$ cat config.mk
export PLATFORM = sky130hd
export DESIGN_NAME = ipl_gate
export DESIGN_NICKNAME = d
export VERILOG_FILES = /design/src/rtl/ipl_pkg.sv /design/src/rtl/ipl_cmp.sv /design/src/rtl/ipl_seq.sv /design/src/rtl/ipl_reg.sv /design/src/rtl/ipl_gate.sv
export SDC_FILE = /design/constraint.sdc
export NUM_CORES = 1
export LEC_CHECK = 0
export CAP_MARGIN = 30
export CORE_AREA = 2 2 39 41
export CTS_CLUSTER_DIAMETER = 200
export CTS_CLUSTER_SIZE = 28
export DETAILED_ROUTE_END_ITERATION = 8
export DIE_AREA = 0 0 41 43
export HOLD_SLACK_MARGIN = 0.02
export PLACE_DENSITY = 0.48
export SLEW_MARGIN = 20
export SYNTH_ARGS = -nofsm -noshare
export SYNTH_HDL_FRONTEND = slang
export SYNTH_SLANG_ARGS = --single-unit
$ cat constraint.sdc
create_clock -name clk -period 4.06 [get_ports clk]
set_input_delay 0.812 -clock clk [delete_from_list [all_inputs] [get_ports clk]]
set_output_delay 0.812 -clock clk [all_outputs]
set_load 0.05 [all_outputs]
$ cat src/rtl/ipl_pkg.sv
package ipl_pkg;
    parameter int LVL_W = 3;
    typedef logic [LVL_W-1:0] lvl_t;
    typedef enum logic [1:0] {
        OP_HOLD    = 2'd0,
        OP_TAKE    = 2'd1,
        OP_RESTORE = 2'd2
    } lvl_op_e;
endpackage

$ cat src/rtl/ipl_cmp.sv
module ipl_cmp
    import ipl_pkg::*;
(
    input  logic req_valid,
    input  lvl_t req_level,
    input  lvl_t cur_level,
    output logic above
);
    always_comb begin
        above = req_valid && (req_level > cur_level);
    end
endmodule

$ cat src/rtl/ipl_seq.sv
module ipl_seq
    import ipl_pkg::*;
(
    input  logic    above,
    input  logic    accept_stb,
    input  logic    restore_ld,
    output lvl_op_e op,
    output logic    grant_ok
);
    always_comb begin
        if (restore_ld)
            op = OP_RESTORE;
        else if (accept_stb && above)
            op = OP_TAKE;
        else
            op = OP_HOLD;
    end

    always_comb begin
        grant_ok = above && !restore_ld;
    end
endmodule

$ cat src/rtl/ipl_reg.sv
module ipl_reg
    import ipl_pkg::*;
(
    input  logic    clk,
    input  logic    rst_n,
    input  lvl_op_e op,
    input  lvl_t    take_level,
    input  lvl_t    pop_level,
    output lvl_t    level_q
);
    lvl_t level_d;

    always_comb begin
        unique case (op)
            OP_HOLD:    level_d = level_q;
            OP_TAKE:    level_d = take_level;
            OP_RESTORE: level_d = pop_level;
            default:    level_d = level_q;
        endcase
    end

    always_ff @(posedge clk or negedge rst_n) begin
        if (!rst_n)
            level_q <= '0;
        else
            level_q <= level_d;
    end
endmodule

$ cat src/rtl/ipl_gate.sv
module ipl_gate
    import ipl_pkg::*;
(
    input  logic             clk,
    input  logic             rst_n,
    input  logic             req_valid,
    input  logic [LVL_W-1:0] req_level,
    input  logic             accept_stb,
    input  logic             restore_ld,
    input  logic [LVL_W-1:0] restore_level,
    output logic             grant_ok,
    output logic [LVL_W-1:0] save_level,
    output logic [LVL_W-1:0] cur_level
);
    logic    above;
    lvl_op_e op;
    lvl_t    level_q;

    ipl_cmp u_cmp (
        .req_valid (req_valid),
        .req_level (req_level),
        .cur_level (level_q),
        .above     (above)
    );

    ipl_seq u_seq (
        .above      (above),
        .accept_stb (accept_stb),
        .restore_ld (restore_ld),
        .op         (op),
        .grant_ok   (grant_ok)
    );

    ipl_reg u_reg (
        .clk        (clk),
        .rst_n      (rst_n),
        .op         (op),
        .take_level (req_level),
        .pop_level  (restore_level),
        .level_q    (level_q)
    );

    assign cur_level  = level_q;
    assign save_level = level_q;
endmodule

[Word-level counts from Yosys, hierarchy flattened]
Cells that the tools add are included.
Word-level totals
  flip-flop bits (word level): 3
  input port bits: 11
  output and inout bits: 7
  word-level logic and storage cells: 12
Operators by class
  magnitude comparators: 1
  eq/ne operators: 2
  mux-type cells: 3
  reductions and logical operators: 5
Operator list (number)
  3-bit case mux with 2 select lines: 1
  3-bit > comparator: 1
  1-bit logical AND: 3
  2-bit by 1-bit == test with 1-bit output (second input constant): 1
  2-bit == test (second input constant): 1
  2-bit two-way mux: 1
  2-bit nonzero test: 1
  1-bit logical NOT: 1
  1-bit two-way mux: 1

[Longest topological paths before layout]
  depth after elaboration: 7
  gate-level depth with buffers: 6
  mapped depth without buffers: 6

[Modules after synthesis]
Synthesis repeated with hierarchy kept, for this count alone.
Unflattened totals
  cell total of the unflattened synthesis: 31
  area, all modules: 276.5 µm²
By module, submodules not included
  ipl_reg: instances 1, cells each 14, area each 147.6 µm², seq. area each 75.1 µm²
  ipl_cmp: instances 1, cells each 11, area each 83.8 µm², seq. area each 0.0 µm²
  ipl_gate: instances 1, cells each 3, area each 22.5 µm², seq. area each 0.0 µm²
  ipl_seq: instances 1, cells each 3, area each 22.5 µm², seq. area each 0.0 µm²

[Worst setup path after synthesis]
No wires, ideal clock.
  path type: input -> output
  start: in req_level[2]
  end: out grant_ok
  arrival time: 2.095 ns
  data required time: 3.248 ns
  path slack: 1.153 ns
  cell stages on the path: 5
  path buffers: 0
  cell sequence: ha_1 nand2_1 o21ai_2 nand3_1 nor2_1
Between the ends
  word-level cells in the longest chain between the ends: 3
RTL lines
  start: declaration: line ipl_gate.sv:7  | input logic [LVL_W-1:0] req_level,
  3-bit > comparator: line ipl_cmp.sv:10  | above = req_valid && (req_level > cur_level);
  1-bit logical AND: line ipl_cmp.sv:10
  1-bit logical AND: line ipl_seq.sv:20  | grant_ok = above && !restore_ld;
  end: declaration: line ipl_gate.sv:11  | output logic grant_ok,
Every way passes these cells.

[Worst setup path after layout]
Ends and elaborated chain as after synthesis.

==> qor.txt <==
most frequent cell after synthesis - mux2i_1
DRC viols - 0
# IOs - 18
Max VDD drop - 0.108 mV
Fin Setup TNS - 0 ns
startpoint types - primary input
RePlAce Congestion - 0.646
post-route setup slack - 0.431 ns
Area Overhead vs Synth - 68.8%
hold path start - u_reg.level_q[1]$_DFFE_PN0P_
Die Span Y - 43 µm
ANT nets after route - 0
critical path peak fanout - 3
Fin. Hold Viols - 0
CTS sink cnt - 3
part of the Yosys area used for sequential elements - 0.271
Max Transition Viols Final - 0
Worst EP arrival - 2.82 ns
Slew HR - 0.668
clk buf depth - 2
Hold Crit Class - flop to flop
root buf cell - clkbuf_4
critical setup path kind - primary input to output port
clock skew - 0.00325 ns
number of synthesized register bits - 3
share of the synthesized area in the top cell type - 0.271
Starting Density - 0.200
number of global-route vias before repair - 297
Top Registers - u_reg.level_q (3)
Max-cap violations - 0
Pre-Repair DR Iteration Count - 2
Resized cells post-CTS - 0
total number of H-tree levels - 1
hold endpoint - u_reg.level_q[1]$_DFFE_PN0P_
diode count - 0
Die ar. - 0.00176 mm²
EDFF count, synth - 0
Core Region - 0.00138 mm²
global-route wire length before repair - 1.14 mm
Syn. warnings - 0
Post-Syn Area - 277 µm²
overall routing resource usage - 0.0964
Post-synth ARST share - 1.00
IO buf count - 17
Sw Ratio - 0.424
Main synth FF type - dfrtp_1
share of layout cells above drive strength 1 - 0.159
max reg flops - 3
clk_lat worst skew - 0.23 ns
post-CTS setup buffers - 0
minimum clock period - 3.63 ns
power density over cell area - 417 mW/mm²
row count - 14
vias per inst - 4.30
DIE WIDTH - 41 µm
largest net degree at the start of global routing - 7
DP HPWL - 547 µm
Slew @ Worst Pin - 0.497 ns
hold buffers post-CTS - 0
Syn Nets - 41
Place WS - 0.409 ns
final period utilization - 0.894
drt total wl - 647 µm
R2R Path End - u_reg.level_q[0]$_DFFE_PN0P_
Synth top cells by count - mux2i_1, buf_4, dfrtp_1, ha_1, inv_1
part of the power in combinational logic - 0.530
Synth area leaders - dfrtp_1, mux2i_1, ha_1, a41oi_4, buf_4
GRT overflow - 0
Required @ worst endpoint - 3.25 ns
Worst-path clk slew - 0.04 ns
cts bufs inserted - 3
sw power - 0.0000825 W
Pint - 0.000112 W
final setup vio count - 0
area leader, netlist - dfrtp_1
clock power share - 0.268
Largest Register - u_reg.level_q
reg2reg start - u_reg.level_q[2]$_DFFE_PN0P_
P_leak - 0.204 nW
Synth Area per Inst - 10.2 µm²
vias - 258
Reg power frac - 0.202
post-synth cell types - 14
Reg2Reg Depth - 6
Max Freq - 0.276 GHz
Final nets - 59
status - complete, no violations
initial antenna violation count - 0
WL/cell - 10.8 µm
unrepaired setup endpoints after global routing - no
R2R setup slack - 2.33 ns
Min-Delay Path Depth - 2
DRT iter0 DRCs - 2
synthesized instance count - 27
Critical Path Sink Type - output port
CTS tree - done
## metrics by stage
step / instance area (µm²) / cells / power [W] / hold WS, ns / utilization
3_5_place_dp: 440 / 56 / 0.000144 / 0.584 / 0.318
5_1_grt: 467 / 60 / 0.000210 / 0.616 / 0.337
6_report: 467 / 60 / 0.000195 / 0.582 / 0.337
4_1_cts: 467 / 60 / 0.000198 / 0.593 / 0.337
2_1_floorplan: 277 / 27 / 0.000113 / 0.516 / -
3_3_place_gp: 440 / 56 / 0.000143 / 0.569 / 0.318
## cell type report
class | instances | area [µm²]
Clock buffer | 4 | 26.3
Fill cell | 161 | 917
Inverter | 3 | 11.3
Multi-Input combinational cell | 17 | 164
Sequential cell | 3 | 75.1
Tap cell | 16 | 20.0
Timing Repair Buffer | 17 | 170
## critical path, cell delays in order
cell and delay, ns:
clkdlybuf4s50_1 0.42, ha_1 0.34, nand2_1 0.08, o21ai_2 0.17
nand3_1 0.09, nor2_1 0.09, clkdlybuf4s50_1 0.81
## power by group through the flow
stage	logic, W	registers (W)	clock network (W)
6_report	0.000103	0.0000393	0.0000523
5_1_grt	0.000111	0.0000402	0.0000584
4_1_cts	0.000104	0.0000396	0.0000537
3_5_place_dp	0.000104	0.0000400	0
3_3_place_gp	0.000103	0.0000393	0
2_1_floorplan	0.0000574	0.0000559	0
## how the worst max path moves through the flow
stage	start	to	slack (ns)	depth (start not counted)
6_report	req_level[2]	grant_ok	0.43	7
5_1_grt	req_level[2]	grant_ok	0.32	7
4_1_cts	req_level[2]	grant_ok	0.41	7
3_5_place_dp	req_level[2]	grant_ok	0.41	7
3_3_place_gp	req_level[2]	grant_ok	0.43	7
2_1_floorplan	req_level[2]	grant_ok	1.15	5
## placed cells by master, fill, tap and decap left out, drive strengths merged
| cell type | netlist | layout |
|---|---|---|
| a41oi | 1 | 1 |
| inv | 3 | 3 |
| clkbuf | 0 | 4 |
| ha | 3 | 3 |
| nor2 | 1 | 1 |
| o21ai | 2 | 2 |
| nand3 | 2 | 2 |
| a21oi | 1 | 1 |
| nand2 | 2 | 2 |
| mux2 | 1 | 1 |
| clkdlybuf4s50 | 0 | 17 |
| dfrtp | 3 | 3 |
| mux2i | 4 | 4 |
## routing by layer
metal | part of all wire | global-route usage
met5 | 0 | 0
met4 | 0.019 | 0.0800
met1 | 0.38 | 0.0932
met2 | 0.51 | 0.156
met3 | 0.082 | 0.0262
## cells by family after synthesis
group                    after synthesis  share of synthesized area
buffers and inverters                  7                      0.136
multiplexers                           5                      0.199
adder cells (fa/ha/maj)                3                      0.136
AND/OR/NAND/NOR                        5                     0.0769
AO/OA/AOI/OAI                          4                      0.181
flip-flops                             3                      0.271
Note: power is estimated with default switching activity, not from simulation.
